<file path="config.mk">
export PLATFORM = sky130hd
export DESIGN_NAME = mach_ctl_reg
export DESIGN_NICKNAME = d
export VERILOG_FILES = /design/src/rtl/mach_ctl_reg.sv
export SDC_FILE = /design/constraint.sdc
export NUM_CORES = 1
export LEC_CHECK = 0
export BUFFER_PORTS_ARGS = -buffer_cell sky130_fd_sc_hd__buf_2
export CAP_MARGIN = 20
export CORE_ASPECT_RATIO = 1.25
export CORE_MARGIN = 4
export CORE_UTILIZATION = 24
export CTS_BUF_LIST = sky130_fd_sc_hd__clkbuf_4 sky130_fd_sc_hd__clkbuf_8 sky130_fd_sc_hd__clkbuf_16
export DETAILED_ROUTE_END_ITERATION = 10
export SYNTH_ARGS = -nofsm -noshare
export SYNTH_HDL_FRONTEND = slang
export SYNTH_SLANG_ARGS = --single-unit
</file>
<file path="constraint.sdc">
create_clock -name clk -period 2 [get_ports clk]
set_input_delay 0.2 -clock clk [delete_from_list [all_inputs] [get_ports clk]]
set_output_delay 0.2 -clock clk [all_outputs]
set_load 0.02 [all_outputs]
</file>
<file path="src/rtl/mach_ctl_reg.sv">
module mach_ctl_reg #(
  parameter int          WIDTH    = 32,
  parameter int          HALF_W   = 16,
  parameter logic [31:0] EXT_MASK = 32'hE005_003F,
  parameter logic [31:0] LEG_MASK = 32'h0000_000F
) (
  input  logic              clk,
  input  logic              rst_n,
  input  logic              wide_mode,
  input  logic              lsw_we,
  input  logic [HALF_W-1:0] lsw_data,
  input  logic              full_we,
  input  logic [WIDTH-1:0]  full_data,
  output logic [WIDTH-1:0]  rd_data,
  output logic              mode_is_protected
);

  localparam logic [WIDTH-1:0] HALF_ONES = {{(WIDTH-HALF_W){1'b0}}, {HALF_W{1'b1}}};

  logic [WIDTH-1:0] state_q, state_d, live_mask, half_mask, lsw_ext;
  logic             full_hit;

  assign live_mask = wide_mode ? EXT_MASK[WIDTH-1:0] : LEG_MASK[WIDTH-1:0];
  assign half_mask = live_mask & HALF_ONES;
  assign lsw_ext   = {{(WIDTH-HALF_W){1'b0}}, lsw_data};
  assign full_hit  = full_we && wide_mode;

  always_comb begin
    state_d = state_q;
    if (full_hit) begin
      state_d = full_data & EXT_MASK[WIDTH-1:0];
    end else if (lsw_we) begin
      state_d    = (state_q & ~half_mask) | (lsw_ext & half_mask);
      state_d[0] = state_q[0] | lsw_data[0];
    end
  end

  always_ff @(posedge clk or negedge rst_n) begin
    if (!rst_n) state_q <= '0;
    else        state_q <= state_d;
  end

  assign rd_data           = state_q & live_mask;
  assign mode_is_protected = state_q[0];

  AST_PE_STICKY: assert property (@(posedge clk) disable iff (!rst_n)
    (lsw_we && !full_hit && mode_is_protected) |=> mode_is_protected);

  AST_FULL_CLEAR: assert property (@(posedge clk) disable iff (!rst_n)
    (full_hit && !full_data[0]) |=> !mode_is_protected);

  AST_PE_MATCH: assert property (@(posedge clk) disable iff (!rst_n)
    mode_is_protected == rd_data[0]);

  AST_RSVD_ZERO: assert property (@(posedge clk) disable iff (!rst_n)
    (rd_data & ~EXT_MASK[WIDTH-1:0]) == '0);

  AST_LEGACY_NARROW: assert property (@(posedge clk) disable iff (!rst_n)
    !wide_mode |-> (rd_data[WIDTH-1:4] == '0));

  AST_IDLE_HOLD: assert property (@(posedge clk) disable iff (!rst_n)
    (!lsw_we && !full_hit) |=> (!$stable(wide_mode) || $stable(rd_data)));

endmodule

</file>
# After elaboration in Yosys (flattened, before gate mapping)
# Index checks and enable logic that the tools add are counted.
# W data, S select, Z words.
[totals] register_bits=32 in_bits=53 output_inout_bits=33 word_cells=12
[op_classes] mux=3 bitwise=6 reduce_logical=2
[ops] cell="$mux W32" n=3
[ops] cell="$and A32 B32 Y32" n=2
[ops] cell="$not A16 Y32" n=1
[ops] cell="$or A32 B16 Y32" n=1
[ops] cell="$and A16 B16 Y16" n=1
[ops] cell="$reduce_bool A2 Y1" n=1
[ops] cell="$logic_and A1 B1 Y1" n=1
[ops] cell="$or A1 B1 Y1" n=1

# Logic depth before layout (Yosys ltp)
[depth] ltp_word=6 ltp_mapped=4 mapped_depth_nobuf=2

# Worst setup path after synthesis
# Ideal clock, no wire load.
[synth_path] path_kind="in2reg" start="input port full_we" end="register state_q[29]" setup_time_ns=0.125 arrival_ns=0.848 t_required_ns=1.875 path_slack_ns=1.027 cell_stages=4 n_path_buf=2 cell_sequence="buf_6 -> and2_4 -> buf_6 -> mux2_4"
[synth_between] elab_chain_cells=2 word_cells_on_any_way=3 classes_between="mux (1); reduce/logical (2)"
[synth_lines] element="start, declared" line_no="12" text="input logic full_we,"
[synth_lines] element="$logic_and A1 B1 Y1 (*)" line_no="26" text="assign full_hit = full_we && wide_mode;"
[synth_lines] element="$mux W32 or $reduce_bool A2 Y1 (tied branches)"
[synth_lines] element="end signal, assigned" line_no="40" text="else state_q <= state_d;"
[synth_lines] element="end, declared" line_no="20" text="logic [WIDTH-1:0] state_q, state_d, live_mask, half_mask, lsw_ext;"
# Mark *: on every way between the ends. The rest lies on a longest branch, timed or not.
# A chain may end at the register's enable or synchronous reset.

# Worst setup path after layout
[layout_path] start="register state_q[16]" end="output port rd_data[16]"
[layout_between] elab_chain_cells=1
[layout_lines] element="$and A32 B32 Y32" line_no="43" text="assign rd_data = state_q & live_mask;"
[layout_lines] element="end, declared" line_no="14" text="output logic [WIDTH-1:0] rd_data,"
# Every way passes these cells.

==> impl_metrics.prom <==
# TYPE chip_impl_metric gauge
chip_impl_metric{name="finalSetupTns",unit="ns"} 0
chip_impl_metric{name="postCtsSetupRepairBufs",unit=""} 0
chip_impl_metric{name="num_antenna_cells",unit=""} 0
chip_impl_metric{name="routed-via-count",unit=""} 528
chip_impl_metric{name="final_hold_viol_count",unit=""} 0
chip_impl_metric{name="grt_util_all_layers",unit="%"} 8.082
chip_impl_metric{name="wl_met3",unit="µm"} 229
chip_impl_metric{name="drive_above_1_share",unit="%"} 44.55
chip_impl_metric{name="xor_and_xnor_area_share_after_synthesis",unit="%"} 0
chip_impl_metric{name="die_h",unit="µm"} 70.32
chip_impl_metric{name="die_x",unit="µm"} 57.86
chip_impl_metric{name="maximum_vdd_drop",unit="mV"} 0.2011
chip_impl_metric{name="syn2layout_area_growth",unit="%"} 14.26
chip_impl_metric{name="initial_core_util",unit="%"} 25.08
chip_impl_metric{name="finalCritPeriodShare",unit="%"} 57.87
chip_impl_metric{name="yosysTopAreaCellShare",unit="%"} 36.91
chip_impl_metric{name="max-clock-path-buffers",unit=""} 2
chip_impl_metric{name="max_slew_vio_count",unit=""} 0
chip_impl_metric{name="layout.cells.non_filler",unit=""} 137
chip_impl_metric{name="power.leakage",unit="nW"} 0.4487
chip_impl_metric{name="coreArea",unit="mm²"} 0.002973
chip_impl_info{name="synth_top_cell_by_area",value="sky130_fd_sc_hd__dfrtp_1"} 1
chip_impl_metric{name="post_drt_via_cell_ratio",unit=""} 3.854
chip_impl_metric{name="filler_cell_count",unit=""} 340
chip_impl_info{name="synth_top_family_by_area",value="buffers and inverters"} 1
chip_impl_metric{name="fp-row-count",unit=""} 22
chip_impl_metric{name="yosys.area_share.adder",unit="%"} 0
chip_impl_metric{name="timing.final.setup_violations",unit=""} 0
chip_impl_info{name="critical_path.startpoint_type",value="flop"} 1
chip_impl_metric{name="initialDrtViolationCount",unit=""} 2
chip_impl_metric{name="synthesis.area_per_instance",unit="µm²"} 10.36
chip_impl_metric{name="ys_types",unit=""} 18
chip_impl_metric{name="numClockSinks",unit=""} 11
chip_impl_metric{name="via_count_of_the_first_global_routing_pass",unit=""} 505
chip_impl_metric{name="dp_hpwl",unit="µm"} 1277
chip_impl_info{name="cell_by_cell_trace_of_the_critical_path",value="and2_1, buf_2"} 1
chip_impl_info{name="rsz0062_at_grt",value="false"} 1
chip_impl_metric{name="max_capacitance_violation_count",unit=""} 0
chip_impl_metric{name="postCtsHoldBufs",unit=""} 1
chip_impl_metric{name="htreeDepth",unit=""} 1
chip_impl_metric{name="drc_errors",unit=""} 0
chip_impl_metric{name="die_area",unit="mm²"} 0.004068
chip_impl_info{name="hold_path.class",value="in -> reg"} 1
chip_impl_metric{name="grt_antenna_before_repair",unit=""} 0
chip_impl_metric{name="clk_pin_slew_worst_paths",unit="ns"} 0.06
chip_impl_metric{name="grt_remaining_overflow",unit=""} 0
chip_impl_metric{name="worst_skew_pair.late_latency",unit="ns"} 0.26
chip_impl_metric{name="gp_routability_congestion",unit=""} 0.6509
chip_impl_metric{name="dp.cells",unit=""} 132
chip_impl_metric{name="count_of_port_buffers_added_during_placement",unit=""} 33
chip_impl_metric{name="worst_ep_required_time",unit="ns"} 1.80
chip_impl_info{name="synth_area_leaders",value="sky130_fd_sc_hd__dfrtp_1, sky130_fd_sc_hd__buf_4, sky130_fd_sc_hd__and2_1, sky130_fd_sc_hd__mux2_2, sky130_fd_sc_hd__mux2i_1"} 1
chip_impl_metric{name="crit_path_max_fanout",unit=""} 2
chip_impl_metric{name="maximum_number_of_pins_on_one_net_before_global_route_repair",unit=""} 17
chip_impl_metric{name="timing.final.crit_period",unit="ns"} 1.157
chip_impl_info{name="highest_layer",value="met4"} 1
chip_impl_metric{name="synth_seq_cells",unit=""} 11
chip_impl_metric{name="floorplan.io_pins",unit=""} 86
chip_impl_metric{name="post_synthesis_mux_area_share",unit="%"} 12.58
chip_impl_info{name="yosys_most_used_dff",value="sky130_fd_sc_hd__dfrtp_1"} 1
chip_impl_info{name="cts-root-buf",value="sky130_fd_sc_hd__clkbuf_4"} 1
chip_impl_metric{name="synth.cell_area",unit="µm²"} 745.7
chip_impl_info{name="synth.cells.most_frequent",value="sky130_fd_sc_hd__buf_4, sky130_fd_sc_hd__dfrtp_1, sky130_fd_sc_hd__and2_1, sky130_fd_sc_hd__nand3_1, sky130_fd_sc_hd__o21ai_0"} 1
chip_impl_metric{name="cts_buffers",unit=""} 3
chip_impl_metric{name="finalWirelength",unit="µm"} 1539
chip_impl_metric{name="synth.yosys.seq_area_share",unit="%"} 36.91
chip_impl_metric{name="cts_repair_resize_count",unit=""} 0
chip_impl_info{name="endpoint_kind",value="output port"} 1
chip_impl_metric{name="synth_compound_gate_area_share",unit="%"} 7.383
chip_impl_metric{name="wl_per_cell",unit="µm"} 11.23
chip_impl_metric{name="asyncSetResetFlopFracSynth",unit="%"} 100.0
chip_impl_metric{name="synthesis.instances",unit=""} 72
chip_impl_metric{name="firstDrtPassIters",unit=""} 3
chip_impl_info{name="tritoncts_clock_tree",value="yes"} 1
chip_impl_metric{name="maximum_clock_frequency",unit="MHz"} 864.0
chip_impl_metric{name="cellPowerDensity",unit="mW/mm²"} 719.2
chip_impl_metric{name="ys.warnings.count",unit=""} 0
chip_impl_metric{name="design.final.nets",unit=""} 155
chip_impl_metric{name="ant_nets",unit=""} 0
chip_impl_metric{name="global_route_wire_length_before_repair",unit="µm"} 2401
chip_impl_metric{name="cp_data_arrival_time",unit="ns"} 0.96
chip_impl_info{name="path_class",value="reg -> out"} 1
chip_impl_metric{name="met2WireLength",unit="µm"} 735
chip_impl_info{name="synth_most_common_cell",value="sky130_fd_sc_hd__buf_4"} 1
chip_impl_info{name="critical-path-slowest-cell",value="sky130_fd_sc_hd__dfrtp_1"} 1
chip_impl_metric{name="cp_slowest_stage_delay",unit="ns"} 0.38
chip_impl_metric{name="clock_skew",unit="ns"} 0
chip_impl_info{name="outcome",value="complete, no violations"} 1
chip_impl_metric{name="yosys.area_share.simple",unit="%"} 13.26
chip_impl_metric{name="synth_enable_flop_cells",unit=""} 0
chip_impl_metric{name="m1WireLength",unit="µm"} 536
critical path: cells and delay by family (launching register included):
kind	cells	cell delay, ns
buffers and inverters	1	0.15
flip-flops	1	0.38
AND/OR/NAND/NOR	1	0.16
cells in the final DEF (no fill, tap or decap), types with 3 or more instances in the layout:
| cell type | n |
|---|---|
| sky130_fd_sc_hd__mux2_2 | 3 |
| sky130_fd_sc_hd__o21ai_0 | 4 |
| sky130_fd_sc_hd__dfrtp_1 | 11 |
| sky130_fd_sc_hd__and2_1 | 7 |
| sky130_fd_sc_hd__clkbuf_4 | 4 |
| sky130_fd_sc_hd__conb_1 | 21 |
| sky130_fd_sc_hd__nand3_1 | 4 |
| sky130_fd_sc_hd__mux2i_1 | 3 |
| sky130_fd_sc_hd__buf_2 | 33 |
per-layer routing:
metal  up-vias  track usage, %
met5         -               0
met4         0           4.639
met3         5           4.436
met2        35           12.31
met1       233           8.652
li1        255               -
final cells by class:
type / count / area (µm²) / area share (%)
tap: 36 / 45.04 / 5.286
sequential: 11 / 275.3 / 32.31
clock buffer: 4 / 30.03 / 3.524
timing repair buffer: 34 / 175.2 / 20.56
multi-input combinational: 52 / 326.6 / 38.33
where the power goes:
part	internal [mW]	switching, mW	total (mW)
registers	0.252	0.0140	0.266
clock network	0.0908	0.0701	0.161
logic	0.0715	0.114	0.186
cells by family (layout without fill, tap and decap cells):
logic type,count (synthesis),count (layout)
buffers and inverters,29,38
other,1,21
muxes,8,8
DFF,11,11
and+or+nand+nor,15,15
AOI/OAI and AO/OA,8,8
path summary, 6_finish.rpt:
path	cells past startpoint	slack, ns	startpoint	end
max in group asynchronous	2	1.46	rst_n	state_q[29]
min in group asynchronous	2	0.33	rst_n	state_q[3]
worst min-delay path	2	0.16	full_data[29]	state_q[29]
worst max-delay path	2	0.84	state_q[16]	rd_data[16]
worst min register to register	1	0.51	state_q[18]	state_q[18]
worst max register to register	1	1.25	state_q[16]	state_q[16]
per-stage QoR:
step	instance area [µm²]	hold WS (ns)	setup WS, ns	util [%]	total power [mW]
after floorplan	820.8	-0.09559	1.027	-	0.4435
after global placement	812.0	0.08700	0.8845	27.31	0.4519
after detailed placement	812.0	0.08537	0.8692	27.31	0.4573
after CTS	852.1	0.1525	0.8232	28.66	0.6265
after global routing	852.1	0.1488	0.7752	28.66	0.6632
final	852.1	0.1628	0.8426	28.66	0.6128
Note: power is estimated with default switching activity, not from simulation.
